===== src/rtl/led_map_pkg.sv =====
// Package: shared widths and formula helpers for the LED status mapper.
// Assumes status literals are ordered {collision, full duplex, speed1, speed0}.
package led_map_pkg;
    localparam int STAT_W  = 4;   // status literals per formula
    localparam int ACT_W   = 3;   // activity bits per activity field
    localparam int LED_W   = 8;   // LED byte width
    localparam int CFG_W   = 8;   // register width
    localparam int NUM_AND = 4;   // product-term LED bits
    localparam int NUM_FRM = NUM_AND + 1;  // formula registers incl. sum term
    localparam logic [CFG_W-1:0] CTL_RESET = 8'h61;

    // Product of selected, polarity-adjusted literals; empty selection gives 1.
    function automatic logic prod_term(input logic [CFG_W-1:0] cfg,
                                       input logic [STAT_W-1:0] st);
        logic [STAT_W-1:0] lit;
        lit = st ^ cfg[STAT_W-1:0];
        return &(lit | ~cfg[CFG_W-1:STAT_W]);
    endfunction

    // Sum of selected, polarity-adjusted literals; empty selection gives 0.
    function automatic logic sum_term(input logic [CFG_W-1:0] cfg,
                                      input logic [STAT_W-1:0] st);
        logic [STAT_W-1:0] lit;
        lit = st ^ cfg[STAT_W-1:0];
        return |(lit & cfg[CFG_W-1:STAT_W]);
    endfunction
endpackage


===== src/rtl/led_cfg_regs.sv =====
// Module: shadow and active copies of the formula and control registers.
// Writes land in the shadow copy; the active copy reloads on slot_adv,
// taking a write made on that same edge. Addresses above the control
// register are ignored.
module led_cfg_regs
    import led_map_pkg::*;
#(
    parameter int ADDR_W = 3
) (
    input  logic                           clk,
    input  logic                           rst_n,
    input  logic                           wr_en,
    input  logic [ADDR_W-1:0]              wr_addr,
    input  logic [CFG_W-1:0]               wr_data,
    input  logic                           slot_adv,
    output logic [NUM_FRM-1:0][CFG_W-1:0]  frm_act,
    output logic [CFG_W-1:0]               ctl_act
);
    localparam int NUM_REG = NUM_FRM + 1;

    logic [NUM_REG-1:0][CFG_W-1:0] shd_q;
    logic [NUM_REG-1:0][CFG_W-1:0] shd_nxt;
    logic [NUM_REG-1:0][CFG_W-1:0] act_q;

    for (genvar r = 0; r < NUM_REG; r++) begin : g_reg
        localparam logic [CFG_W-1:0] RST_V = (r == NUM_FRM) ? CTL_RESET : '0;

        // Next shadow value: write data when this register is addressed.
        always_comb begin
            shd_nxt[r] = (wr_en && wr_addr == ADDR_W'(r)) ? wr_data : shd_q[r];
        end

        // Shadow register holds the latest written value.
        always_ff @(posedge clk) begin
            if (!rst_n) shd_q[r] <= RST_V;
            else        shd_q[r] <= shd_nxt[r];
        end

        // Active register reloads only on a scan slot advance.
        always_ff @(posedge clk) begin
            if (!rst_n)        act_q[r] <= RST_V;
            else if (slot_adv) act_q[r] <= shd_nxt[r];
        end
    end

    for (genvar f = 0; f < NUM_FRM; f++) begin : g_out
        assign frm_act[f] = act_q[f];
    end
    assign ctl_act = act_q[NUM_FRM];
endmodule


===== src/rtl/led_scan_ctr.sv =====
// Module: port scan counter. Holds each port index for DWELL cycles, then
// advances it modulo NUM_PORTS. slot_adv marks the last cycle of a slot.
module led_scan_ctr #(
    parameter int NUM_PORTS = 10,
    parameter int DWELL     = 4,
    localparam int PORT_W   = (NUM_PORTS > 1) ? $clog2(NUM_PORTS) : 1,
    localparam int DWELL_W  = (DWELL > 1) ? $clog2(DWELL) : 1
) (
    input  logic               clk,
    input  logic               rst_n,
    output logic [PORT_W-1:0]  port_idx,
    output logic [DWELL_W-1:0] dwell_cnt,
    output logic               slot_adv
);
    localparam logic [DWELL_W-1:0] DW_LAST = DWELL_W'(DWELL - 1);
    localparam logic [PORT_W-1:0]  PT_LAST = PORT_W'(NUM_PORTS - 1);

    // Slot ends when the dwell count reaches its final value.
    always_comb begin
        slot_adv = (dwell_cnt == DW_LAST);
    end

    // Dwell counter within one port slot.
    always_ff @(posedge clk) begin
        if (!rst_n)        dwell_cnt <= '0;
        else if (slot_adv) dwell_cnt <= '0;
        else               dwell_cnt <= dwell_cnt + 1'b1;
    end

    // Port index, stepping and wrapping on each slot advance.
    always_ff @(posedge clk) begin
        if (!rst_n)                 port_idx <= '0;
        else if (slot_adv) begin
            if (port_idx == PT_LAST) port_idx <= '0;
            else                     port_idx <= port_idx + 1'b1;
        end
    end
endmodule


===== src/rtl/led_formula.sv =====
// Module: combinational LED byte formation from status, activity and the
// active configuration, including global polarity. Bit 7 is unused and
// carries the inactive level.
module led_formula
    import led_map_pkg::*;
(
    input  logic [NUM_FRM-1:0][CFG_W-1:0] frm_act,
    input  logic [CFG_W-1:0]              ctl_act,
    input  logic [STAT_W-1:0]             status,
    input  logic [ACT_W-1:0]              activity,
    output logic [LED_W-1:0]              led_nxt
);
    logic [LED_W-1:0] raw;

    // Product-term LED bits 2..5.
    for (genvar k = 0; k < NUM_AND; k++) begin : g_prod
        assign raw[k+2] = prod_term(frm_act[k], status);
    end

    // Sum-term bit, activity bits and reserved bit.
    always_comb begin
        raw[NUM_AND+2] = sum_term(frm_act[NUM_AND], status) ^ ctl_act[3];
        raw[0]         = |(activity & ctl_act[2:0]);
        raw[1]         = |(activity & ctl_act[6:4]);
        raw[LED_W-1]   = 1'b0;
    end

    // Global polarity applied to the whole byte.
    always_comb begin
        led_nxt = raw ^ {LED_W{ctl_act[CFG_W-1]}};
    end
endmodule


===== src/rtl/led_status_mapper.sv =====
// Module: top of the LED status mapper. Assumes the status inputs belong
// to the port on scan_port in the same cycle. LED byte and port strobes
// are registered together so they change on the same edge.
module led_status_mapper
    import led_map_pkg::*;
#(
    parameter int NUM_PORTS = 10,
    parameter int DWELL     = 4,
    parameter int ADDR_W    = 3,
    localparam int PORT_W   = (NUM_PORTS > 1) ? $clog2(NUM_PORTS) : 1,
    localparam int DWELL_W  = (DWELL > 1) ? $clog2(DWELL) : 1
) (
    input  logic                  clk,
    input  logic                  rst_n,
    input  logic                  wr_en,
    input  logic [ADDR_W-1:0]     wr_addr,
    input  logic [7:0]            wr_data,
    input  logic                  st_col,
    input  logic                  st_fdx,
    input  logic                  st_sp1,
    input  logic                  st_sp0,
    input  logic                  act_rx,
    input  logic                  act_tx,
    input  logic                  act_fc,
    output logic [PORT_W-1:0]     scan_port,
    output logic [NUM_PORTS-1:0]  port_sel,
    output logic [7:0]            led_out
);
    logic                          slot_adv;
    logic [DWELL_W-1:0]            dwell_cnt;
    logic [NUM_FRM-1:0][CFG_W-1:0] frm_act;
    logic [CFG_W-1:0]              ctl_act;
    logic [LED_W-1:0]              led_nxt;
    logic [NUM_PORTS-1:0]          sel_hot;

    led_scan_ctr #(.NUM_PORTS(NUM_PORTS), .DWELL(DWELL)) u_scan (
        .clk       (clk),
        .rst_n     (rst_n),
        .port_idx  (scan_port),
        .dwell_cnt (dwell_cnt),
        .slot_adv  (slot_adv)
    );

    led_cfg_regs #(.ADDR_W(ADDR_W)) u_cfg (
        .clk      (clk),
        .rst_n    (rst_n),
        .wr_en    (wr_en),
        .wr_addr  (wr_addr),
        .wr_data  (wr_data),
        .slot_adv (slot_adv),
        .frm_act  (frm_act),
        .ctl_act  (ctl_act)
    );

    led_formula u_form (
        .frm_act  (frm_act),
        .ctl_act  (ctl_act),
        .status   ({st_col, st_fdx, st_sp1, st_sp0}),
        .activity ({act_rx, act_tx, act_fc}),
        .led_nxt  (led_nxt)
    );

    // One-hot decode of the current scan index.
    for (genvar p = 0; p < NUM_PORTS; p++) begin : g_hot
        assign sel_hot[p] = (scan_port == PORT_W'(p));
    end

    // Output registers: LED byte and strobes, opposite polarity senses.
    always_ff @(posedge clk) begin
        if (!rst_n) begin
            led_out  <= '0;
            port_sel <= '1;
        end else begin
            led_out  <= led_nxt;
            port_sel <= sel_hot ^ {NUM_PORTS{~ctl_act[CFG_W-1]}};
        end
    end
endmodule


===== config.mk =====
export PLATFORM = sky130hd
export DESIGN_NAME = led_status_mapper
export DESIGN_NICKNAME = d
export VERILOG_FILES = /design/src/rtl/led_map_pkg.sv /design/src/rtl/led_cfg_regs.sv /design/src/rtl/led_scan_ctr.sv /design/src/rtl/led_formula.sv /design/src/rtl/led_status_mapper.sv
export SDC_FILE = /design/constraint.sdc
export NUM_CORES = 1
export LEC_CHECK = 0
export BUFFER_PORTS_ARGS = -buffer_cell sky130_fd_sc_hd__buf_2
export CAP_MARGIN = 5
export CORE_MARGIN = 2
export CORE_UTILIZATION = 58
export CTS_BUF_LIST = sky130_fd_sc_hd__clkbuf_16
export CTS_CLUSTER_DIAMETER = 80
export DETAILED_ROUTE_END_ITERATION = 10
export GPL_TIMING_DRIVEN = 0
export PLACE_DENSITY_LB_ADDON = 0.12
export SLEW_MARGIN = 20
export SYNTH_ARGS = -nofsm -noshare
export SYNTH_HDL_FRONTEND = slang
export SYNTH_SLANG_ARGS = --single-unit

===== constraint.sdc =====
create_clock -name clk -period 1.61 [get_ports clk]
set_input_delay 0.322 -clock clk [delete_from_list [all_inputs] [get_ports clk]]
set_output_delay 0.322 -clock clk [all_outputs]
set_load 0.03 [all_outputs]

==> qor.yml, run 1 <==
pwr:
  power_frac_clock_pct: 48.4
  seqPwrFrac_pct: 42.5
  power_switching_share_pct: 23.6
  ir_worst_vdd_mv: 0.906
  internal_power_w: 0.00574
  leakagePower_nw: 2.30
  switching_power_w: 0.00177
  combPwrFrac_pct: 9.1
  p_per_area_nw_per_um2: 1390
routing:
  routed_wl_mm: 10.8
  drtIter0Drc: 219
  vias_per_cell: 5.62
  routedWlPerCell_um: 17.2
  drt_pass1_iterations: 5
  drc: 0
  vias: 3529
  antenna_left: 0
synthesis:
  synth.cell_area_um2: 4520
  synth-main-ff-cell: "dfxtp_1"
  synthAdderAreaFrac_pct: 0.277
  synth_mux_area_share_pct: 11.7
  async_flop_share_pct: 0
  synth_nets: 480
  synth_simple_gate_area_share_pct: 10.1
  synthXorXnorAreaFrac_pct: 6.59
  syn_avg_cell_area_um2: 9.86
  synth_top_area_share_pct: 53.2
  yosysSeqAreaShare_pct: 53.2
  ys_seq_elements: 120
  synth_area_leaders: "dfxtp_1 53%, mux2i_1 12%, a21oi_1 5.3%, o21ai_0 5.2%, nor2_1 4.7%"
  ys_types: 34
  synth_top_family_by_area: "compound AO/OA/AOI/OAI gates"
  synth_compound_area_share_pct: 14.2
  yosys_warnings: 0
  synth_edf_count: 0
  synthCells: 458
  yosys.area.top_type: "dfxtp_1"
clocking:
  clkLatencyLatePin_ns: 0.41
  hold_buffers: 0
  cts_root_buf: "clkbuf_16"
  htree_levels: 4
  clock-sinks: 120
  path_clk_slew_ns: 0.05
  cts.path.max_buffers: 2
  post_cts_buffers: 0
  numCtsBuffers: 17
  cts_tree: "done"
cells_and_area:
  layout_common_cells: "120 x dfxtp_1, 56 x nor2_1, 53 x mux2i_1, 49 x buf_2, 48 x a21oi_1"
  final_net_count: 536
  final_common_cell: "dfxtp_1"
  diodes: 0
  drive_gt1_share_pct: 17.5
  utilization_pct: 70.7
  area_growth_pct: 19.7
  stdcell_area_um2: 5410
floorplan:
  rows: 32
  start_util_pct: 59.1
  dieArea_um2: 8510
  die_h_um: 92.2
  die_w_um: 92.2
  core_um2: 7650
  io_pins: 43
timing:
  rsz0062_at_grt: "no"
  tightest_slew_ns: 0.538
  fin_crit_sh_pct: 95.2
  relSlewSlack_pct: 64.1
  fin_worst_skew_ns: 0.00855
  setup_viol: 0
  hold_viol: 0
  slew_violations: 0
  fin_crit_ns: 1.53
  timing.fmax_mhz: 652
worst_setup_path:
  worstPathCellList: "buf_2"
  cp_data_required_time_ns: 1.29
  worst-path-buf-inv: 1
  start_kind: "flip-flop"
  crit_slowest_cell: "dfxtp_1"
  crit_arrival_ns: 1.21
  cp_max_fo: 10
  r2r_cells: 5
  crit_cells: 1
  critical_path_class: "flip-flop to output pin"
  crit_path_max_incr_delay_ns: 0.53
  cp-end-kind: "output pin"
  cpLargestDelayFamily: "flip-flops"
placement:
  place_congestion: 0.791
  post-dp-hpwl_mm: 6.97
  dpl_cell_area_um2: 4830
  portBuffers: 38
grt:
  grt_antenna_before_repair: 0
  grt_pass1_vias: 3458
  grt_pass1_wl_mm: 17.6
  grt_max_degree: 17
  grt_util_met2_pct: 44.6
  use_met1_pct: 33.9
  grt_overflow_total: 0
  grt_util_all_layers_pct: 27.4
  busiest_layer: "met2"
  grtUsageMet3_pct: 7.97
status:
  status: "completed"
min_path:
  worst_hold_path.num_cells: 4
  min_path_type: "primary input to flip-flop"
job:
  max_cap_viol_count: 0
## metrics by stage
stage / setup TNS, ns / setup WS, ns / std cells / power, W / hold slack (ns)
6_report: 0 / 0.0766 / 628 / 0.00752 / 0.295
5_1_grt: 0 / 0.00162 / 628 / 0.00777 / 0.310
4_1_cts: 0 / 0.0688 / 629 / 0.00754 / 0.290
3_5_place_dp: -1.10 / -0.0588 / 598 / 0.00392 / 0.425
3_3_place_gp: -0.440 / -0.0272 / 598 / 0.00390 / 0.414
2_1_floorplan: 0 / 0.165 / 458 / 0.00371 / 0.404
## cell usage after synthesis, drive strengths merged, types with 2 or more instances
cell / instances
inv: 2
buf: 14
xor2: 17
a21oi: 48
xnor2: 17
nor2: 56
o21ai: 47
o21a: 2
nor3b: 2
clkbuf: 24
nand4b: 2
nand2: 17
mux2i: 53
nand2b: 5
a22oi: 5
a221oi: 4
dfxtp: 120
and4bb: 2
a222oi: 2
nor3: 8
a22o: 4
## worst reg2reg max path, delay by kind of cell (launching register included)
family                     cells  cell delay (ns)
buffers and inverters          2             0.62
DFF                            1             0.33
AOI/OAI and AO/OA              2             0.31
adders and majority gates      1             0.14
## power by group through the flow
| stage | registers [W] | logic [W] | clock network (W) |
|---|---|---|---|
| after floorplan | 0.00332 | 0.000387 | 0 |
| after global placement | 0.00325 | 0.000657 | 0 |
| after detailed placement | 0.00325 | 0.000671 | 0 |
| after CTS | 0.00320 | 0.000680 | 0.00366 |
| after global routing | 0.00321 | 0.000743 | 0.00382 |
| final | 0.00320 | 0.000680 | 0.00364 |
## layer usage
layer	wire length, um	part of all wire (%)	up-vias
met5	0	0	-
met4	281	2.6	0
met3	620	5.7	25
met2	5230	48	115
met1	4660	43	1703
li1	-	-	1686
## area by class of cell
class | count | area [um^2]
Buffer | 37 | 173
Clock buffer | 17 | 425
Clock inverter | 14 | 141
Fill cell | 568 | 2240
Inverter | 2 | 7.51
Multi-Input combinational cell | 298 | 1940
Sequential cell | 120 | 2400
Tap cell | 102 | 128
Timing Repair Buffer | 38 | 190
## sequential cells by signal (all words and copies together), names as in the netlist
name,flops
led_out,8
port_sel,10
u_cfg.ctl_act,8
u_cfg.frm_act,40
u_cfg.shd_q,48
u_scan.dwell_cnt,2
u_scan.port_idx,4
## timing repair
item / in CTS / in global routing
pin swaps: 0 / 0
setup endpoints to repair: 40 / 13
gates resized for setup: 4 / 4
## logic make-up (layout without fill, tap and decap cells)
| family | count (synthesis) | in the layout |
|---|---|---|
| adder cells (fa/ha/maj) | 1 | 1 |
| flip-flops | 120 | 120 |
| XOR/XNOR | 34 | 34 |
| AND/OR/NAND/NOR | 98 | 98 |
| multiplexers | 53 | 53 |
| AO/OA/AOI/OAI | 112 | 112 |
| buffers and inverters | 40 | 108 |
## final timing paths
check                                      endpoint           startpoint  slack, ns
worst min register to register  u_scan.dwell_cnt[0]  u_scan.dwell_cnt[0]       0.43
worst max-delay path                   scan_port[2]   u_scan.port_idx[2]       0.08
worst max register to register    u_cfg.frm_act[11]  u_scan.dwell_cnt[0]       0.14
worst min-delay path                     led_out[1]               act_rx       0.29
No activity file was read; power rests on OpenSTA's default activity.
==> run 2: changes to the inputs <==
- RECOVER_POWER: not set -> 50
==> run 2 against run 1 <==
Die area stayed put. Global-route usage is the same. Non-clock buffer count did not move. Largest power group unchanged. Utilization shrank 0.38 points. Count of clock-buffer cells in the layout is the same. Clock power about the same. Maximum frequency is 0.17% higher. Critical endpoint unchanged. Total power is 0.14% lower. Critical path depth did not move. Largest cell class unchanged.
==> qor.yml, run 2 (same netlist as run 1, synthesis figures left out) <==
floorplan:
  start_util_pct: 59.1
  die_w_um: 92.2
  io_pins: 43
  rows: 32
  core_um2: 7650
  dieArea_um2: 8510
  die_h_um: 92.2
clocking:
  numCtsBuffers: 17
  cts_root_buf: "clkbuf_16"
  cts_tree: "done"
  htree_levels: 4
  path_clk_slew_ns: 0.05
  cts.path.max_buffers: 2
  clkLatencyLatePin_ns: 0.41
  clock-sinks: 120
  post_cts_buffers: 0
routing:
  vias_per_cell: 5.56
  routed_wl_mm: 10.8
  drc: 0
  drt_pass1_iterations: 5
  antenna_left: 0
  vias: 3494
  wl_met2_mm: 5.23
  routedWlPerCell_um: 17.2
  wl_met3_um: 612
  drtIter0Drc: 231
  highest_layer: "met4"
  wl_met1_mm: 4.66
worst_setup_path:
  start_kind: "flip-flop"
  worstPathCellList: "buf_2"
  cp_data_required_time_ns: 1.29
  cpLargestDelayFamily: "flip-flops"
  cp_max_fo: 10
  crit_arrival_ns: 1.21
  crit_cells: 1
  rrSetupSlack_ns: 0.11
  r2r_cells: 5
  worst-path-buf-inv: 1
  critical_path_class: "flip-flop to output pin"
  reg2reg_from: "u_scan.dwell_cnt[0]"
  crit_path_max_incr_delay_ns: 0.53
  r2r_end: "u_cfg.frm_act[12]"
  crit_slowest_cell: "dfxtp_1"
  cp-end-kind: "output pin"
cells_and_area:
  stdcell_area_um2: 5380
  area_growth_pct: 19.1
  drive_gt1_share_pct: 13.7
  fillers: 580
  final_common_cell: "dfxtp_1"
  top_register: "u_cfg.shd_q"
  layout_common_cells: "120 x dfxtp_1, 56 x nor2_1, 53 x mux2i_1, 48 x a21oi_1, 47 x o21ai_0"
  utilization_pct: 70.3
  diodes: 0
  largest_reg_flops: 48
  final_net_count: 536
placement:
  portBuffers: 38
  dpl_cell_area_um2: 4830
  post-dp-hpwl_mm: 6.97
  place_ws_ns: -0.0588
  place_congestion: 0.791
timing:
  fin_crit_sh_pct: 95.1
  rsz0062_at_grt: "no"
  setup_viol: 0
  hold_viol: 0
  timing.fmax_mhz: 653
  fin_worst_skew_ns: 0.00609
  relSlewSlack_pct: 64.2
  fin_ws_ns: 0.0792
  slew_violations: 0
  tightest_slew_ns: 0.537
  fin_crit_ns: 1.53
grt:
  grt_antenna_before_repair: 0
  grt_overflow_total: 0
  grt_util_all_layers_pct: 27.4
  grt_max_degree: 17
  grt_pass1_wl_mm: 17.6
  grt_pass1_vias: 3458
min_path:
  min_from: "act_rx"
  whs_endpoint: "led_out[1]"
  min_path_type: "primary input to flip-flop"
  worst_hold_path.num_cells: 4
status:
  status: "completed"
pwr:
  ir_worst_vdd_mv: 0.906
  leakagePower_nw: 2.25
  p_per_area_nw_per_um2: 1400
job:
  max_cap_viol_count: 0
## run 2: changes by cell type in the layout (fill, tap and decap cells not counted)
cell / delta
buf_2: -18
clkbuf_1: +18
a221oi_2: -1
a221oi_1: +1
inv_1: +1
inv_2: -1
## run 2: routing by layer
metal / track usage [%] / up-vias
met3: 7.97 / 25
li1: - / 1688
met2: 44.6 / 109
met1: 33.9 / 1672
met5: 0 / -
met4: 11.8 / 0
## run 2: layout make-up
type	count	area, um^2	share of cell area, %
inverters	2	7.51	0.140
multi-input cells	298	1930	35.9
well taps	102	128	2.37
clock inverters	14	141	2.63
plain buffers	37	170	3.16
flip-flops and latches	120	2400	44.7
repair buffers	38	170	3.16
clock buffers	17	425	7.91
## run 2: stage by stage
stage                     hold slack [ns]  TNS, ns  cells  total power [W]
after floorplan                     0.404        0    458          0.00371
after global placement              0.414   -0.440    598          0.00390
after detailed placement            0.425    -1.10    598          0.00392
after CTS                           0.290        0    629          0.00754
after global routing                0.309        0    628          0.00775
final                               0.298        0    628          0.00750
## run 2: timing repair
item / 4_1_cts / 5_1_grt
pin swaps: 0 / 0
hold buffers: 0 / 0
cloned: 0 / 0
gates resized for setup: 4 / 4
setup endpoints to repair: 40 / 13
## run 2: where the power goes
part	internal [W]	leakage, nW	switching, W
Sequential	0.00313	0.976	0.0000707
Clock	0.00237	0.287	0.00127
Combinational	0.000232	0.988	0.000434
## run 2: worst max-delay path by stage
stage                             start                 to  slack [ns]
finish               u_scan.port_idx[2]       scan_port[2]        0.08
CTS                 u_scan.dwell_cnt[0]  u_cfg.frm_act[31]        0.07
global placement    u_scan.dwell_cnt[0]  u_cfg.frm_act[38]       -0.03
floorplan            u_scan.port_idx[2]        port_sel[4]        0.17
detailed placement  u_scan.dwell_cnt[0]  u_cfg.frm_act[10]       -0.06
global route        u_scan.dwell_cnt[0]   u_cfg.frm_act[4]       0.002
==> run 3: changes to the inputs <==
- ABC_AREA: not set -> 1
- CORE_UTILIZATION: 58 -> 59
- RECOVER_POWER: 50 -> not set
==> run 3 against run 2 <==
Sequential power hardly changed. Final area increased by 8.7%. Flip-flop and latch count is the same. Via count is 34% higher. Utilization is 1.2 points higher. Clock skew increased by 0.00072 ns. Non-clock buffer count is 7 lower. Routed wire length is 19% higher. Register-to-register slack better by 0.08 ns. Count of clock-buffer cells in the layout did not move.
==> qor.yml, run 3 <==
status:
  status: "completed"
routing:
  drtIter0Drc: 353
  routed_wl_mm: 12.9
  routedWlPerCell_um: 14.7
  vias_per_cell: 5.34
  drc: 0
  antenna_left: 0
  drt_pass1_iterations: 5
  vias: 4675
timing:
  slew_violations: 0
  tightest_slew_ns: 0.525
  rsz0062_at_grt: "no"
  setup_viol: 0
  hold_viol: 0
  fin_ws_ns: 0.185
  holdWs_ns: 0.230
  timing.fmax_mhz: 702
  fin_crit_ns: 1.43
  fin_worst_skew_ns: 0.00681
  fin_crit_sh_pct: 88.5
  relSlewSlack_pct: 65.0
pwr:
  internal_power_w: 0.00564
  power_frac_clock_pct: 47.1
  seqPwrFrac_pct: 42.4
  combPwrFrac_pct: 10.5
  p_per_area_nw_per_um2: 1300
  switching_power_w: 0.00199
  power_switching_share_pct: 26.1
  ir_worst_vdd_mv: 0.751
  leakagePower_nw: 3.01
synthesis:
  synth_edf_count: 0
  yosys-top-cells-count: "174 x nand2_1, 133 x inv_1, 120 x dfxtp_1"
  syn_avg_cell_area_um2: 7.08
  synth_area_leaders: "dfxtp_1 49%, nand2_1 13%, inv_1 10%, nand3_1 7.2%, a21oi_1 4.6%"
  yosys_warnings: 0
  yosysSeqAreaShare_pct: 48.7
  yosys.area.top_type: "dfxtp_1"
  async_flop_share_pct: 0
  ys_types: 25
  synth.cell_area_um2: 4940
  synth_top_area_share_pct: 48.7
  synth_nets: 719
  yosysMostFrequentCell: "nand2_1"
  synthCells: 697
  ys_seq_elements: 120
  synth-main-ff-cell: "dfxtp_1"
clocking:
  cts_tree: "done"
  post_cts_buffers: 0
  clkLatencyLatePin_ns: 0.42
  clock-sinks: 120
  hold_buffers: 0
  cts_root_buf: "clkbuf_16"
  htree_levels: 4
  numCtsBuffers: 17
  cts.path.max_buffers: 2
  path_clk_slew_ns: 0.06
floorplan:
  core_um2: 8180
  start_util_pct: 60.4
  dieArea_um2: 9110
  io_pins: 43
  die_h_um: 95.5
  rows: 33
  die_w_um: 95.5
worst_setup_path:
  rrSetupSlack_ns: 0.19
  r2r_cells: 5
  r2r_end: "u_cfg.frm_act[39]"
  crit_arrival_ns: 1.10
  cp_data_required_time_ns: 1.29
  cp_max_fo: 7
  cp-end-kind: "output pin"
  start_kind: "flip-flop"
  worst-path-buf-inv: 1
  crit_path_max_incr_delay_ns: 0.44
  worstPathCellList: "buf_2"
  crit_slowest_cell: "dfxtp_1"
  reg2reg_from: "u_scan.dwell_cnt[0]"
  critical_path_class: "flip-flop to output pin"
  cpLargestDelayFamily: "flip-flops"
cells_and_area:
  area_growth_pct: 18.5
  diodes: 0
  final_common_cell: "nand2_1"
  final_net_count: 779
  largest_reg_flops: 48
  seqCellArea_um2: 2400
  layout_common_cells: "173 x nand2_1, 134 x inv_1, 120 x dfxtp_1, 71 x nand3_1, 59 x nor2_1"
  fillers: 713
  stdcell_count: 875
  drive_gt1_share_pct: 13.8
  top_register: "u_cfg.shd_q"
  multiInputGateArea_um2: 1880
grt:
  grt_overflow_total: 0
  grt_pass1_wl_mm: 20.7
  grt_pass1_vias: 4382
  grt_max_degree: 20
  grt_util_all_layers_pct: 30.5
  grt_antenna_before_repair: 0
min_path:
  min_path_type: "primary input to flip-flop"
  worst_hold_path.num_cells: 4
  min_from: "act_fc"
  whs_endpoint: "led_out[0]"
placement:
  place_ws_ns: -0.0904
  post-dp-hpwl_mm: 8.59
  portBuffers: 42
  dpl.cell_count: 844
  place_congestion: 0.887
job:
  max_cap_viol_count: 0
## run 3: cell count changes after synthesis, moves of 6 or more
| cell | before | now |
|---|---|---|
| xnor2_1 | 17 | 1 |
| clkbuf_1 | 23 | 11 |
| nor3_1 | 7 | 1 |
| nand3_1 | 1 | 71 |
| nand2_1 | 16 | 174 |
| a22oi_1 | 5 | 13 |
| xor2_1 | 17 | 1 |
| o21ai_0 | 47 | 14 |
| mux2i_1 | 53 | 0 |
| nand4_1 | 0 | 17 |
| inv_1 | 1 | 133 |
## run 3: worst max path at each step
stage | startpoint | to | depth (start not counted)
2_1_floorplan | u_scan.dwell_cnt[0] | u_cfg.ctl_act[7] | 5
3_3_place_gp | u_scan.dwell_cnt[0] | u_cfg.frm_act[3] | 5
3_5_place_dp | u_scan.dwell_cnt[0] | u_cfg.frm_act[11] | 5
4_1_cts | u_scan.dwell_cnt[0] | u_cfg.frm_act[39] | 5
5_1_grt | u_scan.dwell_cnt[0] | u_cfg.frm_act[39] | 5
6_report | u_scan.port_idx[0] | scan_port[0] | 1
## run 3: area by class of cell
cell class,count,area share [%]
Buffer,26,2.42
Clock buffer,17,7.27
Clock inverter,15,2.35
Inverter,139,8.92
Multi-Input combinational cell,411,32.1
Sequential cell,120,41.1
Tap cell,105,2.25
Timing Repair Buffer,42,3.59
## run 3: logic make-up (layout without fill, tap and decap cells)
kind of cell             after synthesis  after routing  share of synthesized area [%]
buffers and inverters                166            239                           13.3
AO/OA/AOI/OAI                         75             75                           8.26
adder cells (fa/ha/maj)                1              1                          0.253
AND/OR/NAND/NOR                      333            333                           29.1
XOR/XNOR                               2              2                          0.355
flip-flops                           120            120                           48.7
## run 3: worst reg2reg max path: stages (launching register included)
cell	delay, ns
dfxtp_1	0.33
ha_1	0.22
buf_2	0.26
clkbuf_2	0.30
nor2_1	0.09
a21oi_1	0.14
## run 3: per-layer routing
layer	up-vias	GRT usage, %	routed length (um)
met4	0	17.0	597
met2	157	50.4	6190
met5	-	0	0
met1	2193	36.5	5340
met3	41	7.04	746
li1	2284	-	-
## run 3: timing repair
action,4_1_cts,5_1_grt
gates resized for setup,4,6
endpoints found under the setup margin,30,23
pin swaps,0,0
## run 3: power groups by stage
| stage | sequential [W] | combinational, W | clock [W] |
|---|---|---|---|
| floorplan | 0.00336 | 0.000463 | 0 |
| global placement | 0.00329 | 0.000757 | 0 |
| detailed placement | 0.00329 | 0.000781 | 0 |
| CTS | 0.00323 | 0.000791 | 0.00360 |
| global route | 0.00325 | 0.000899 | 0.00372 |
| finish | 0.00323 | 0.000800 | 0.00360 |
## run 3: metrics by stage
| stage | utilization, % | setup TNS (ns) | area [um^2] | total power (W) |
|---|---|---|---|---|
| after global routing | 71.5 | 0 | 5850 | 0.00787 |
| after detailed placement | 64.6 | -0.812 | 5280 | 0.00407 |
| final | 71.5 | 0 | 5850 | 0.00763 |
| after global placement | 64.6 | -0.574 | 5280 | 0.00404 |
| after floorplan | - | 0 | 4940 | 0.00382 |
| after CTS | 71.5 | 0 | 5840 | 0.00762 |
